`src/rtl/ceg_pkg.sv`:
```
package ceg_pkg;
    typedef enum logic [1:0] {
        ST_RUN    = 2'd0,
        ST_PINRST = 2'd1,
        ST_FAIL   = 2'd2,
        ST_HOLD   = 2'd3
    } ceg_state_e;
endpackage

```
`src/rtl/ceg_sync.sv`:
```
module ceg_sync #(
    parameter int STAGES    = 2,
    parameter bit RESET_VAL = 1'b1
) (
    input  logic clk,
    input  logic rst_n,
    input  logic d_async,
    output logic q_sync
);
    localparam int MSB = STAGES - 1;

    logic [MSB:0] chain;

    always_ff @(posedge clk or negedge rst_n) begin
        if (!rst_n) chain <= {STAGES{RESET_VAL}};
        else        chain[0] <= d_async;
    end

    genvar gi;
    generate
        for (gi = 1; gi < STAGES; gi++) begin : g_stage
            always_ff @(posedge clk or negedge rst_n) begin
                if (!rst_n) chain[gi] <= RESET_VAL;
                else        chain[gi] <= chain[gi-1];
            end
        end
    endgenerate

    assign q_sync = chain[MSB];
endmodule

```
`src/rtl/ceg_fsm.sv`:
```
module ceg_fsm
    import ceg_pkg::*;
(
    input  logic clk,
    input  logic rst_n,
    input  logic pwr_fail,
    input  logic pin_low,
    input  logic rst_ignore,
    output logic abort,
    output logic lockout
);
    ceg_state_e state, nxt;
    logic pin_req;

    assign pin_req = pin_low && !rst_ignore;

    always_comb begin
        nxt = state;
        unique case (state)
            ST_RUN:    if (pwr_fail) nxt = ST_FAIL;
                       else if (pin_req) nxt = ST_PINRST;
            ST_PINRST: if (pwr_fail) nxt = ST_FAIL;
                       else if (!pin_req) nxt = ST_RUN;
            ST_FAIL:   if (!pwr_fail) nxt = ST_HOLD;
            ST_HOLD:   if (pwr_fail) nxt = ST_FAIL;
                       else nxt = ST_RUN;
            default:   nxt = ST_RUN;
        endcase
    end

    always_ff @(posedge clk or negedge rst_n) begin
        if (!rst_n) state <= ST_RUN;
        else        state <= nxt;
    end

    always_ff @(posedge clk or negedge rst_n) begin
        if (!rst_n) begin
            abort   <= 1'b0;
            lockout <= 1'b0;
        end else begin
            abort   <= (nxt == ST_FAIL) || (nxt == ST_PINRST);
            lockout <= (nxt == ST_FAIL) || (nxt == ST_HOLD);
        end
    end
endmodule

```
`src/rtl/ceg_gate.sv`:
```
module ceg_gate (
    input  logic ce_in_n,
    input  logic xfer_open,
    input  logic pwr_fail,
    input  logic rom_mode,
    output logic ce_out_n
);
    always_comb begin
        if (pwr_fail)       ce_out_n = !rom_mode;
        else if (xfer_open) ce_out_n = 1'b1;
        else                ce_out_n = ce_in_n;
    end
endmodule

```
`src/rtl/ce_guard.sv`:
```
module ce_guard #(
    parameter int SYNC_STAGES = 2
) (
    input  logic clk,
    input  logic rst_n,
    input  logic ce_in_n,
    input  logic xfer_open,
    input  logic pwr_fail,
    input  logic rom_mode,
    input  logic rst_pin_n,
    input  logic rst_ignore,
    output logic ce_out_n,
    output logic abort,
    output logic lockout
);
    logic pin_sync_n;

    ceg_sync #(.STAGES(SYNC_STAGES), .RESET_VAL(1'b1)) u_sync (
        .clk     (clk),
        .rst_n   (rst_n),
        .d_async (rst_pin_n),
        .q_sync  (pin_sync_n)
    );

    ceg_fsm u_fsm (
        .clk        (clk),
        .rst_n      (rst_n),
        .pwr_fail   (pwr_fail),
        .pin_low    (!pin_sync_n),
        .rst_ignore (rst_ignore),
        .abort      (abort),
        .lockout    (lockout)
    );

    ceg_gate u_gate (
        .ce_in_n   (ce_in_n),
        .xfer_open (xfer_open),
        .pwr_fail  (pwr_fail),
        .rom_mode  (rom_mode),
        .ce_out_n  (ce_out_n)
    );
endmodule

```
`config.mk`:
```
export PLATFORM = sky130hd
export DESIGN_NAME = ce_guard
export DESIGN_NICKNAME = d
export VERILOG_FILES = /design/src/rtl/ceg_pkg.sv /design/src/rtl/ceg_sync.sv /design/src/rtl/ceg_fsm.sv /design/src/rtl/ceg_gate.sv /design/src/rtl/ce_guard.sv
export SDC_FILE = /design/constraint.sdc
export NUM_CORES = 1
export LEC_CHECK = 0
export BUFFER_PORTS_ARGS = -buffer_cell sky130_fd_sc_hd__buf_2
export CORE_AREA = 2 2 39 41
export DETAILED_ROUTE_END_ITERATION = 7
export DIE_AREA = 0 0 41 43
export SYNTH_ARGS = -nofsm -noshare
export SYNTH_HDL_FRONTEND = slang
export SYNTH_SLANG_ARGS = --single-unit
```
`constraint.sdc`:
```
create_clock -name clk -period 1.2 [get_ports clk]
set_input_delay 0.24 -clock clk [delete_from_list [all_inputs] [get_ports clk]]
set_output_delay 0.24 -clock clk [all_outputs]
set_load 0.02 [all_outputs]
```
==> flow_metrics.tcl, run 1 <==
set metrics [dict create \
    rsz0062_at_grt "no" \
    cts_tree "built" \
    max_stage_delay_ps 390 \
    vias 142 \
    power_density_nw_per_um2 1528 \
    overflow 0 \
    fin_crit_sh_pct 86.31 \
    start_kind "flip-flop" \
    final_nets 36 \
    setup_slack_ps 164.3 \
    wire_per_inst_um 7.767 \
    clockRootBuffer "clkbuf_4" \
    firstDrtPassIters 2 \
    fillers 153 \
    synth_seq_cells 5 \
    p_seq_share_pct 43.9 \
    drc 0 \
    wl_um 334 \
    yosysSeqAreaShare_pct 72.34 \
    clk_latency_ps 240 \
    port_buffers 10 \
    antenna_found_initial 0 \
    synth_top_area_share_pct 42.55 \
    ys_types 7 \
    avgSynthCellArea_um2 14.70 \
    synth_top_cell_by_area "dfrtp_1" \
    clk_pin_slew_ps 40 \
    p_switching_uw 97.30 \
    top_level_ports 11 \
    cp_num_buf_inv 1 \
    grt_pass1_wl_um 538 \
    comb_power_share_pct 12.4 \
    fin_crit_ps 1036 \
    synth.cell_area_um2 176.4 \
    placed_area_um2 246.5 \
    die_w_um 41 \
    initial_core_util_pct 12.75 \
    cts_made_buffers 3 \
    p_leak_nw 0.1282 \
    gp_congestion 0.5824 \
    fin_skew_ps 3.539 \
    groute.usage.overall_pct 5.550 \
    hold_buffers 1 \
    dp_hpwl_um 271.9 \
    cts_setup_buffers 0 \
    tightest_slew_ps 148.5 \
    internal_power_uw 334.9 \
    power_frac_clock_pct 43.8 \
    hold_path.class "in2reg" \
    synth_cells 12 \
    die_h_um 43 \
    fin_cells 43 \
    total_power_uw 432.2 \
    synth_edf_count 0 \
    areaGrowthSynthToFinish_pct 60.28 \
    synth_fp_nets 20 \
    crit_slowest_cell "dfrtp_1" \
    arrival_ps 800 \
    final_antenna_net_count 0 \
    dieArea_um2 1763 \
    path_cells "buf_2" \
    path_class "reg2out" \
    ys_warn_count 0 \
    grt_max_degree 6 \
    swShare_pct 22.51 \
    pre_cts_ws_ps 204.4 \
    cap_violations 0 \
    async_flop_share_pct 100.0 \
    first_iter_violations 2 \
    synth_flop_cell "dfrtp_1" \
    cts_buffer_depth 2 \
    crit_family "flip-flops" \
    cts.htree.levels 1 \
    maxSlewViolCount 0 \
    fmax_ghz 0.9655 \
    hold_violations 0 \
    synth_common_cells "dfrtp_1 (3), nand2b_1 (3), dfstp_2 (2)" \
    core_area_um2 1384 \
    fin_area_um2 282.8 \
    tns_ps 0 \
    maxSlewHeadroom_pct 90.02 \
    vdd_drop_max_mv 0.6026 \
    grt_pass1_vias 146 \
    vias_per_cell 3.302 \
    status "complete, no violations" \
    layout-drive-gt1-share_pct 62.96 \
    rows 14 \
    post_cts_resized 0 \
    antenna_cells 0 \
    cp-end-kind "output port" \
    dp.cells 38 \
    path_max_fanout 3 \
    yosys-top-cells-area "dfrtp_1 (43%), dfstp_2 (30%), nand2b_1 (11%), or3_4 (6.4%), a21oi_2 (5.0%)" \
    cp.required_ps 960 \
    clock-sinks 5 \
    setup_viol 0 \
]
## state kept, by name (all words and copies together), names as in the netlist
signal,cells
u_sync.q_sync,1
u_sync.chain,1
u_fsm.state,1
u_fsm.abort,1
u_fsm.lockout,1
## cell usage in the layout, fill, tap and decap left out
master and n:
clkbuf_1 1, dlygate4sd3_1 1, dfrtp_1 3, nor3_1 1
buf_2 10, nand2b_1 3, a21oi_2 1, a21oi_1 1
or3_4 1, clkbuf_4 3, dfstp_2 2
## final timing paths
check | to | slack, ps | start | depth (start not counted)
min in group asynchronous | u_fsm.abort | 340 | rst_n | 2
min | u_sync.chain[0] | 110 | rst_pin_n | 1
max reg2reg | u_fsm.state[0] | 210 | u_fsm.lockout | 2
min reg2reg | u_sync.q_sync | 360 | u_sync.chain[0] | 0
max in group asynchronous | u_sync.q_sync | 640 | rst_n | 2
max | lockout | 160 | u_fsm.lockout | 1
## power groups by stage
stage	registers [mW]	clock network [mW]	logic, mW
final	0.190	0.189	0.0535
after global routing	0.190	0.213	0.0599
after CTS	0.190	0.200	0.0543
after detailed placement	0.192	0	0.0516
after global placement	0.191	0	0.0511
after floorplan	0.198	0	0.0188
## layout make-up
cell class,instances,area [µm²],share of cell area [%]
clock buffer,4,26.28,9.292
tap,16,20.02,7.080
multi-input combinational,7,48.80,17.26
sequential,5,127.6,45.13
timing repair buffer,11,60.06,21.24
## metrics by stage
step / hold slack [ps] / utilization [%]
floorplan: -55.59 / -
global placement: 58.92 / 17.81
detailed placement: 57.98 / 17.81
CTS: 93.75 / 20.43
global route: 82.50 / 20.43
finish: 105.2 / 20.43
## cell families after synthesis
family | Yosys count | share of synthesized area, %
AO/OA/AOI/OAI | 2 | 7.800
AND/OR/NAND/NOR | 5 | 19.86
flip-flops | 5 | 72.34
## metal layers
metal  wire length [µm]  GRT usage (%)  vias up
met2                102          5.625       14
met3                 79          9.424        0
met1                151          6.209       56
met5                  0              0        -
met4                  0              0        0
li1                   -              -       72
No activity file was read; power rests on OpenSTA's default activity.
==> run 2: changes to the inputs <==
--- a/config.mk
+++ b/config.mk
@@ -6,9 +6,11 @@
 export NUM_CORES = 1
 export LEC_CHECK = 0
 export BUFFER_PORTS_ARGS = -buffer_cell sky130_fd_sc_hd__buf_2
+export CAP_MARGIN = 10
 export CORE_AREA = 2 2 39 41
 export DETAILED_ROUTE_END_ITERATION = 7
 export DIE_AREA = 0 0 41 43
+export PLACE_DENSITY = 0.31
 export SYNTH_ARGS = -nofsm -noshare
 export SYNTH_HDL_FRONTEND = slang
 export SYNTH_SLANG_ARGS = --single-unit
==> run 2 against run 1 <==
Compared with the run above:
- non-clock buffer count unchanged
- total power up 0.92%
- via count up 3.5%
- critical endpoint unchanged
==> flow_metrics.tcl, run 2 (synthesis gave the netlist of run 1 again) <==
set metrics [dict create \
    worstRegToRegCells 2 \
    multi_input_area_um2 48.80 \
    cp_num_buf_inv 1 \
    tightest_slew_ps 153.5 \
    cp.required_ps 960 \
    crit_family "flip-flops" \
    clk_pin_slew_ps 40 \
    core_area_um2 1384 \
    dp.cells 38 \
    fin_cells 43 \
    final_antenna_net_count 0 \
    wire_per_inst_um 8.302 \
    die_h_um 43 \
    groute.usage.overall_pct 5.752 \
    vias_per_cell 3.419 \
    cts_tree "built" \
    arrival_ps 790 \
    grt_use_met2_pct 6.563 \
    use_met3_pct 9.424 \
    port_buffers 10 \
    fmax_ghz 0.9677 \
    status "complete, no violations" \
    path_max_fanout 3 \
    start_kind "flip-flop" \
    antenna_found_initial 0 \
    clockRootBuffer "clkbuf_4" \
    die_w_um 41 \
    dp_hpwl_um 277.2 \
    path_class "reg2out" \
    final_common_cell "buf_2" \
    rows 14 \
    post_cts_resized 0 \
    cts_buffer_depth 2 \
    setup_viol 0 \
    fin_crit_sh_pct 86.11 \
    tns_ps 0 \
    gp_congestion 0.5038 \
    rsz0062_at_grt "no" \
    max_stage_delay_ps 390 \
    clk_latency_ps 240 \
    antenna_cells 0 \
    r2r_setup_slack_ps 200 \
    fin_crit_ps 1033 \
    hold_buffers 1 \
    cp-end-kind "output port" \
    grt_pass1_wl_um 538 \
    crit_path_end "lockout" \
    path_cells "buf_2" \
    layout-drive-gt1-share_pct 62.96 \
    vias 147 \
    grt_util_met1_pct 3.922 \
    busiest_layer "met3" \
    worstSetupStartpoint "u_fsm.lockout" \
    seqCellArea_um2 127.6 \
    dieArea_um2 1763 \
    cts_setup_buffers 0 \
    hold_violations 0 \
    worst-path-stages 1 \
    initial_core_util_pct 12.75 \
    hold_path.class "in2reg" \
    crit_slowest_cell "dfrtp_1" \
    drc 0 \
    final_cell_mix "buf_2 (10), nand2b_1 (3), clkbuf_4 (3), dfrtp_1 (3), dfstp_2 (2)" \
    fin_skew_ps 2.544 \
    power_density_nw_per_um2 1543 \
    r2r_end "u_fsm.state[0]" \
    fillers 168 \
    clock-sinks 5 \
    top_level_ports 11 \
    cts_made_buffers 3 \
    p_leak_nw 0.1282 \
    grt_max_degree 6 \
    final_nets 36 \
    cap_violations 0 \
    maxSlewHeadroom_pct 89.69 \
    wl_um 357 \
    first_iter_violations 4 \
    vdd_drop_max_mv 0.4639 \
    cts.htree.levels 1 \
    areaGrowthSynthToFinish_pct 60.28 \
    grt_pass1_vias 145 \
    firstDrtPassIters 4 \
    maxSlewViolCount 0 \
    reg2reg_from "u_fsm.lockout" \
    overflow 0 \
]
## run 2: metal layers
layer | vias to the layer above | part of all wire [%]
met5 | - | 0
met4 | 0 | 2.2
met3 | 2 | 13
met2 | 7 | 48
met1 | 69 | 37
li1 | 69 | -
## run 2: worst min-delay path by stage
stage / from / endpoint / cells past startpoint
5_1_grt: rst_pin_n / u_sync.chain[0] / 1
3_5_place_dp: rst_n / u_fsm.lockout / 1
6_report: rst_pin_n / u_sync.chain[0] / 1
4_1_cts: rst_pin_n / u_sync.chain[0] / 1
3_3_place_gp: rst_n / u_fsm.lockout / 1
2_1_floorplan: rst_n / u_fsm.abort / 0
## run 2: layout make-up
type,count,area share [%]
timing repair buffer,11,21.24
clock buffer,4,9.292
sequential,5,45.13
tap,16,7.080
multi-input combinational,7,17.26
## run 2: metrics by stage
step | setup slack [ps] | cell area, µm² | util (%) | power [mW] | hold slack [ps]
global placement | 211.1 | 246.5 | 17.81 | 0.2425 | 57.82
global route | 132.4 | 282.8 | 20.43 | 0.4669 | 85.05
detailed placement | 184.5 | 246.5 | 17.81 | 0.2433 | 61.26
floorplan | 148.8 | 176.4 | - | 0.2169 | -55.59
finish | 166.7 | 282.8 | 20.43 | 0.4362 | 100.6
CTS | 148.6 | 282.8 | 20.43 | 0.4518 | 91.10
## run 2: power by group
part / leakage [nW] / internal, mW / switching, mW / total [mW]
clock network: 0.0150 / 0.126 / 0.0683 / 0.194
registers: 0.0554 / 0.185 / 0.00452 / 0.189
logic: 0.0579 / 0.0249 / 0.0283 / 0.0531
